## src/rtl/xwin_pkg.sv

```systemverilog
package xwin_pkg;

    localparam int REG_W      = 32;
    localparam int NUM_PORTS  = 2;
    localparam int RIGHTS_LSB = 16;

    typedef enum logic [1:0] {
        RIGHT_NONE = 2'd0,
        RIGHT_RO   = 2'd1,
        RIGHT_RSV  = 2'd2,
        RIGHT_RW   = 2'd3
    } rights_e;

    typedef struct packed {
        logic [REG_W-1:0] base;
        logic [REG_W-1:0] size;
        logic [REG_W-1:0] remap;
    } win_regs_t;

endpackage

```

## src/rtl/xwin_regfile.sv

```systemverilog
module xwin_regfile
    import xwin_pkg::*;
#(
    parameter int NUM_WIN  = 8,
    parameter int GRAN_LSB = 16,
    parameter int CFG_AW   = 5
) (
    input  logic                                clk,
    input  logic                                rst_n,
    input  logic                                cfg_we,
    input  logic [CFG_AW-1:0]                   cfg_addr,
    input  logic [REG_W-1:0]                    cfg_wdata,
    output logic [REG_W-1:0]                    cfg_rdata,
    output win_regs_t [NUM_WIN-1:0]             win_o,
    output logic [NUM_PORTS-1:0][REG_W-1:0]     en_o
);

    localparam int IDX_W = CFG_AW - 2;
    localparam logic [REG_W-1:0] SIZE_KEEP = ~((REG_W'(1) << GRAN_LSB) - REG_W'(1));

    typedef struct packed {
        win_regs_t [NUM_WIN-1:0]             win;
        logic [NUM_PORTS-1:0][REG_W-1:0]     en;
        logic [NUM_PORTS-1:0][REG_W-1:0]     ovr;
    } cfg_t;

    cfg_t st_d, st_q;

    logic [1:0]       grp;
    logic [IDX_W-1:0] idx;

    assign grp = cfg_addr[CFG_AW-1 -: 2];
    assign idx = cfg_addr[IDX_W-1:0];

    always_comb begin
        st_d = st_q;
        if (cfg_we) begin
            case (grp)
                2'd0: begin
                    for (int i = 0; i < NUM_WIN; i++)
                        if (int'(idx) == i) st_d.win[i].base = cfg_wdata;
                end
                2'd1: begin
                    for (int i = 0; i < NUM_WIN; i++)
                        if (int'(idx) == i) st_d.win[i].size = cfg_wdata & SIZE_KEEP;
                end
                2'd2: begin
                    for (int i = 0; i < NUM_WIN; i++)
                        if (int'(idx) == i) st_d.win[i].remap = cfg_wdata;
                end
                default: begin
                    for (int p = 0; p < NUM_PORTS; p++) begin
                        if (int'(idx) == p)             st_d.en[p]  = cfg_wdata;
                        if (int'(idx) == p + NUM_PORTS) st_d.ovr[p] = cfg_wdata;
                    end
                end
            endcase
        end
    end

    always_comb begin
        cfg_rdata = '0;
        case (grp)
            2'd0: begin
                for (int i = 0; i < NUM_WIN; i++)
                    if (int'(idx) == i) cfg_rdata = st_q.win[i].base;
            end
            2'd1: begin
                for (int i = 0; i < NUM_WIN; i++)
                    if (int'(idx) == i) cfg_rdata = st_q.win[i].size;
            end
            2'd2: begin
                for (int i = 0; i < NUM_WIN; i++)
                    if (int'(idx) == i) cfg_rdata = st_q.win[i].remap;
            end
            default: begin
                for (int p = 0; p < NUM_PORTS; p++) begin
                    if (int'(idx) == p)             cfg_rdata = st_q.en[p];
                    if (int'(idx) == p + NUM_PORTS) cfg_rdata = st_q.ovr[p];
                end
            end
        endcase
    end

    always_ff @(posedge clk) begin
        if (!rst_n) st_q <= '0;
        else        st_q <= st_d;
    end

    assign win_o = st_q.win;
    assign en_o  = st_q.en;

endmodule

```

## src/rtl/xwin_match.sv

```systemverilog
module xwin_match
    import xwin_pkg::*;
#(
    parameter int NUM_WIN  = 8,
    parameter int GRAN_LSB = 16
) (
    input  logic [REG_W-1:0]        addr,
    input  win_regs_t [NUM_WIN-1:0] win,
    input  logic [NUM_WIN-1:0]      win_en,
    output logic [NUM_WIN-1:0]      hit
);

    localparam int HI_W = REG_W - GRAN_LSB;

    logic [HI_W-1:0] addr_hi;
    assign addr_hi = addr[REG_W-1:GRAN_LSB];

    for (genvar i = 0; i < NUM_WIN; i++) begin : g_win
        logic [HI_W-1:0] diff;
        logic [HI_W-1:0] care;
        assign diff   = addr_hi ^ win[i].base[REG_W-1:GRAN_LSB];
        assign care   = ~win[i].size[REG_W-1:GRAN_LSB];
        assign hit[i] = win_en[i] && ((diff & care) == '0);
    end

    logic unused_match;
    assign unused_match = ^addr[GRAN_LSB-1:0];

endmodule

```

## src/rtl/xwin_prio.sv

```systemverilog
module xwin_prio #(
    parameter int NUM_WIN = 8,
    parameter int IDX_W   = (NUM_WIN > 1) ? $clog2(NUM_WIN) : 1
) (
    input  logic [NUM_WIN-1:0] hit,
    output logic               found,
    output logic [IDX_W-1:0]   idx
);

    always_comb begin
        found = |hit;
        idx   = '0;
        for (int i = NUM_WIN - 1; i >= 0; i--)
            if (hit[i]) idx = IDX_W'(i);
    end

endmodule

```

## src/rtl/xwin_decoder.sv

```systemverilog
module xwin_decoder
    import xwin_pkg::*;
#(
    parameter int NUM_WIN  = 8,
    parameter int GRAN_LSB = 16,
    parameter int TGT_W    = 4,
    parameter int ATTR_LSB = 8,
    parameter int ATTR_W   = 8,
    parameter int IDX_W    = (NUM_WIN > 1) ? $clog2(NUM_WIN) : 1,
    parameter int CFG_AW   = IDX_W + 2
) (
    input  logic              clk,
    input  logic              rst_n,
    input  logic              cfg_we,
    input  logic [CFG_AW-1:0] cfg_addr,
    input  logic [31:0]       cfg_wdata,
    output logic [31:0]       cfg_rdata,
    input  logic              req_valid,
    input  logic              req_port,
    input  logic [31:0]       req_addr,
    input  logic              req_write,
    output logic              rsp_valid,
    output logic              rsp_hit,
    output logic [IDX_W-1:0]  rsp_win,
    output logic [TGT_W-1:0]  rsp_target,
    output logic [ATTR_W-1:0] rsp_attr,
    output logic [31:0]       rsp_remap,
    output logic              rsp_allowed,
    output logic              rsp_violation
);

    typedef struct packed {
        logic              valid;
        logic              hit;
        logic [IDX_W-1:0]  win;
        logic [TGT_W-1:0]  tgt;
        logic [ATTR_W-1:0] attr;
        logic [REG_W-1:0]  remap;
        logic              allowed;
        logic              viol;
    } rsp_t;

    win_regs_t [NUM_WIN-1:0]         win;
    logic [NUM_PORTS-1:0][REG_W-1:0] port_en;
    logic [REG_W-1:0]                sel_en;
    logic [NUM_WIN-1:0]              hit_vec;
    logic                            found;
    logic [IDX_W-1:0]                win_idx;
    rights_e                         rights;
    rsp_t                            rsp_d, rsp_q;

    xwin_regfile #(
        .NUM_WIN  (NUM_WIN),
        .GRAN_LSB (GRAN_LSB),
        .CFG_AW   (CFG_AW)
    ) u_regs (
        .clk       (clk),
        .rst_n     (rst_n),
        .cfg_we    (cfg_we),
        .cfg_addr  (cfg_addr),
        .cfg_wdata (cfg_wdata),
        .cfg_rdata (cfg_rdata),
        .win_o     (win),
        .en_o      (port_en)
    );

    assign sel_en = port_en[req_port];

    xwin_match #(
        .NUM_WIN  (NUM_WIN),
        .GRAN_LSB (GRAN_LSB)
    ) u_match (
        .addr   (req_addr),
        .win    (win),
        .win_en (sel_en[NUM_WIN-1:0]),
        .hit    (hit_vec)
    );

    xwin_prio #(
        .NUM_WIN (NUM_WIN),
        .IDX_W   (IDX_W)
    ) u_prio (
        .hit   (hit_vec),
        .found (found),
        .idx   (win_idx)
    );

    always_comb begin
        rsp_d  = '0;
        rights = rights_e'(sel_en[RIGHTS_LSB + 2*int'(win_idx) +: 2]);
        if (req_valid) begin
            rsp_d.valid = 1'b1;
            if (found) begin
                rsp_d.hit     = 1'b1;
                rsp_d.win     = win_idx;
                rsp_d.tgt     = win[win_idx].base[TGT_W-1:0];
                rsp_d.attr    = win[win_idx].base[ATTR_LSB +: ATTR_W];
                rsp_d.remap   = win[win_idx].remap;
                rsp_d.allowed = (rights == RIGHT_RW) ||
                                ((rights == RIGHT_RO) && !req_write);
                rsp_d.viol    = (rights == RIGHT_RO) && req_write;
            end
        end
    end

    always_ff @(posedge clk) begin
        if (!rst_n) rsp_q <= '0;
        else        rsp_q <= rsp_d;
    end

    assign rsp_valid     = rsp_q.valid;
    assign rsp_hit       = rsp_q.hit;
    assign rsp_win       = rsp_q.win;
    assign rsp_target    = rsp_q.tgt;
    assign rsp_attr      = rsp_q.attr;
    assign rsp_remap     = rsp_q.remap;
    assign rsp_allowed   = rsp_q.allowed;
    assign rsp_violation = rsp_q.viol;

    logic unused_top;
    assign unused_top = ^{sel_en[RIGHTS_LSB-1:NUM_WIN]};

endmodule

```

## config.mk

```make
export PLATFORM = sky130hd
export DESIGN_NAME = xwin_decoder
export DESIGN_NICKNAME = d
export VERILOG_FILES = /design/src/rtl/xwin_pkg.sv /design/src/rtl/xwin_regfile.sv /design/src/rtl/xwin_match.sv /design/src/rtl/xwin_prio.sv /design/src/rtl/xwin_decoder.sv
export SDC_FILE = /design/constraint.sdc
export NUM_CORES = 2
export LEC_CHECK = 0
export BUFFER_PORTS_ARGS = -buffer_cell sky130_fd_sc_hd__buf_4
export CORE_MARGIN = 2
export CORE_UTILIZATION = 55
export DETAILED_ROUTE_END_ITERATION = 8
export GPL_TIMING_DRIVEN = 1
export PLACE_DENSITY_LB_ADDON = 0.2
export SYNTH_ARGS = -nofsm -noshare
export SYNTH_HDL_FRONTEND = slang
export SYNTH_SLANG_ARGS = --single-unit
```

## constraint.sdc

```tcl
create_clock -name clk -period 3.6 [get_ports clk]
set_input_delay 0.18 -clock clk [delete_from_list [all_inputs] [get_ports clk]]
set_output_delay 0.18 -clock clk [all_outputs]
set_load 0.1 [all_outputs]
```

==> results.cfg <==
[run_status]
outcome = complete, no violations

[setup_path]
critPathArrivalTime_ps = 3270
required_ps = 3420
crit_family = buffers and inverters
critPathBufInv = 6
r2r_slack_ps = 340
cpMaxStageDelayCell = a221oi_1
cp-start-kind = input port
crit_top_cell = buf_4
crit_chain = clkbuf_8 -> inv_2 -> buf_12 -> nand2_2 -> buf_4 -> o22ai_1 -> nand2_1 -> a221oi_1 -> buf_4 -> o21ai_1 -> buf_4
critPathMaxStageDelay_ps = 650
crit_type = in -> out
cp-end-kind = output port
cp_max_fo = 67

[pwr]
p_per_area_nw_per_um2 = 447
power_uw = 21000
power.switching_uw = 5330
p_int_uw = 15600
clockPowerShare_pct = 47.2
switching_share_pct = 25.4
leakage_uw = 0.0160
p_comb_share_pct = 9.0
seqPwrFrac_pct = 43.8
irDropWorstVdd_mv = 0.369

[synth]
synth_edf_count = 0
yosysWarnings = 0
syn_inst = 5131
synthFlopType = dfxtp_1
synth-seq-cells = 819
ys_types = 51
syn-cell-area_um2 = 41300
mappedNetlistNets = 5206
synth-seq-area-share_pct = 39.7
syn_area_per_cell_um2 = 8.05
async_flop_share_pct = 0

[timing]
skew_ps = 24.8
rsz0062_at_grt = false
max_slew_margin_pct = 26.6
period_share_pct = 95.8
finalCriticalPeriod_ps = 3450
maxSlewViolCount = 0
setup_viol = 0
fin_ws_ps = 152
finalSetupTns_ps = 0
max_slew.worst_pin.slew_ps = 1100
fmaxAchievable_mhz = 290
finalHoldViolations = 0

[clock_tree]
clk_pin_slew_ps = 60
numCtsBuffers = 89
ctsLongestPathBuffers = 3
cts_tree = done
ctsRootBufferMaster = clkbuf_16
htree_levels = 3
cts_resized = 0
clk_latency_ps = 660
clock-sinks = 819

[cells_and_area]
areaGrowthSynthToFinish_pct = 13.5
drive_gt1_share_pct = 12.5
n_fill_cell = 6355
final_common_cell = nand2_1
mostFrequentLayoutCells = nand2_1, dfxtp_1, a21boi_0
nNetsFinal = 5149

[route]
viasPerCell = 6.43
dr_total_vias = 39400
ant_nets = 0
drt-total-wl_um = 158000
drt_iter0_drc = 5383
firstDrtPassIters = 6
wl_per_cell_um = 25.8
drc = 0

[grt]
grt.overflow.total = 0
antenna_found_initial = 3
grtUsageTotal_pct = 39.5
grt_pass1_vias = 36600
grt_pass1_wl_um = 232000
grt_max_degree = 246

[placed_design]
port-buffer-count = 141
place_ws_ps = 348
dpl.hpwl_um = 98500
place.gp.congestion = 1.04

[die]
core_area_um2 = 74300
std_cell_rows = 100
die_y_um = 278
die-area_um2 = 77300
io_pins = 158
die_x_um = 278
initial_core_util_pct = 55.6

[min_path]
hold_class = in -> reg

[run]
max_cap_violations = 0
[worst register-to-register path, delay by kind of cell, from the launching register on]
family | cells | cell delay (ps)
multiplexers | 2 | 860
AND/OR/NAND/NOR | 3 | 840
AO/OA/AOI/OAI | 4 | 740
flip-flops | 1 | 390
buffers and inverters | 1 | 170
XOR/XNOR | 1 | 140
[timing repair]
item | in CTS | in global routing
hold buffers | 30 | 0
hold endpoints to repair | 493 | 0
setup buffers | 0 | 0
[layer usage]
metal	up-vias	track usage (%)	share of wire (%)
met1	18800	53.0	39
met4	2	21.0	5.6
met5	-	0.0625	0.0063
li1	17400	-	-
met2	2622	58.7	42
met3	511	10.0	13
[cells in the mapped netlist (2+ instances only)]
master | n | share of area (%)
nand2_1 | 1814 | 16
dfxtp_1 | 819 | 40
a21boi_0 | 768 | 14
clkbuf_1 | 398 | 3.6
o22ai_1 | 139 | 2.1
xnor2_1 | 128 | 2.7
mux2i_1 | 109 | 2.6
a21oi_1 | 96 | 1.2
mux4_2 | 81 | 4.4
nor2_1 | 79 | 0.72
o21ai_0 | 71 | 0.86
a211oi_1 | 63 | 1.1
and2_1 | 59 | 0.89
a31oi_1 | 54 | 0.82
mux2_2 | 53 | 1.4
a32o_1 | 44 | 1.1
o221ai_1 | 42 | 0.89
buf_1 | 37 | 0.34
a22oi_1 | 34 | 0.62
buf_2 | 29 | 0.35
o211ai_1 | 25 | 0.45
nor3_1 | 24 | 0.29
a221oi_1 | 19 | 0.40
inv_1 | 18 | 0.16
buf_6 | 16 | 0.44
nand3_1 | 16 | 0.19
buf_4 | 15 | 0.27
a221o_1 | 14 | 0.34
nand2b_1 | 9 | 0.14
a22o_1 | 8 | 0.17
nor4_1 | 7 | 0.11
a222oi_1 | 6 | 0.15
and3_1 | 5 | 0.076
or2b_1 | 5 | 0.091
mux4_1 | 4 | 0.25
nor2b_1 | 4 | 0.061
a21o_1 | 2 | 0.036
nand4_1 | 2 | 0.030
o22a_1 | 2 | 0.042
or3_1 | 2 | 0.030
[logic make-up (layout without fill, tap and decap cells)]
kind of cell           count (synthesis)  after routing  synth area share [%]
multiplexers                         247            247                  8.76
other                                  0              2                     0
AO/OA/AOI/OAI                       1396           1396                  24.5
flip-flops                           819            819                  39.7
buffers and inverters                514            531                  5.19
XOR/XNOR                             128            128                  2.72
AND/OR/NAND/NOR                     2027           2027                  19.2
[worst paths after layout]
kind | end | start | depth (start not counted)
max | cfg_rdata[17] | cfg_addr[1] | 11
min | u_regs.st_q[21]$_SDFFE_PN0P_ | cfg_wdata[21] | 3
max reg2reg | rsp_violation$_SDFF_PN0_ | u_regs.win_o[374]$_SDFFE_PN0P_ | 11
min reg2reg | u_regs.en_o[42]$_SDFFE_PN0P_ | u_regs.en_o[42]$_SDFFE_PN0P_ | 2
[cell type report]
cell class	count	area [um2]	share of cell area, %
tap	969	1210	2.59
timing repair buffer	347	3100	6.61
multi-input combinational	3798	22900	48.9
clock inverter	26	397	0.846
sequential	819	16400	35.0
antenna	2	5.00	0.0107
clock buffer	139	2770	5.90
inverter	19	75.1	0.160
[sequential cells by signal (all words and copies together) (netlist names)]
register / cells
rsp_target: 4
rsp_attr: 8
rsp_violation: 1
rsp_valid: 1
rsp_win: 3
u_regs.st_q: 64
u_regs.en_o: 64
u_regs.win_o: 640
rsp_allowed: 1
rsp_remap: 32
rsp_hit: 1
[power by group through the flow]
stage          combinational [uW]  clock, uW  sequential, uW
2_1_floorplan                1130          0            9360
3_3_place_gp                 1770          0            9370
3_5_place_dp                 1780          0            9380
4_1_cts                      1810       9910            9180
5_1_grt                      1930      10300            9180
6_report                     1890       9900            9180
[metrics by stage]
stage	hold WS [ps]	area (um2)	utilization [%]	instances
4_1_cts	2.83	46900	63.1	6117
3_3_place_gp	448	43400	58.4	5922
3_5_place_dp	457	43400	58.4	5922
5_1_grt	20.0	46900	63.1	6117
6_report	15.1	46900	63.1	6119
2_1_floorplan	344	41300	-	5131
(Power assumes the default switching activity.)
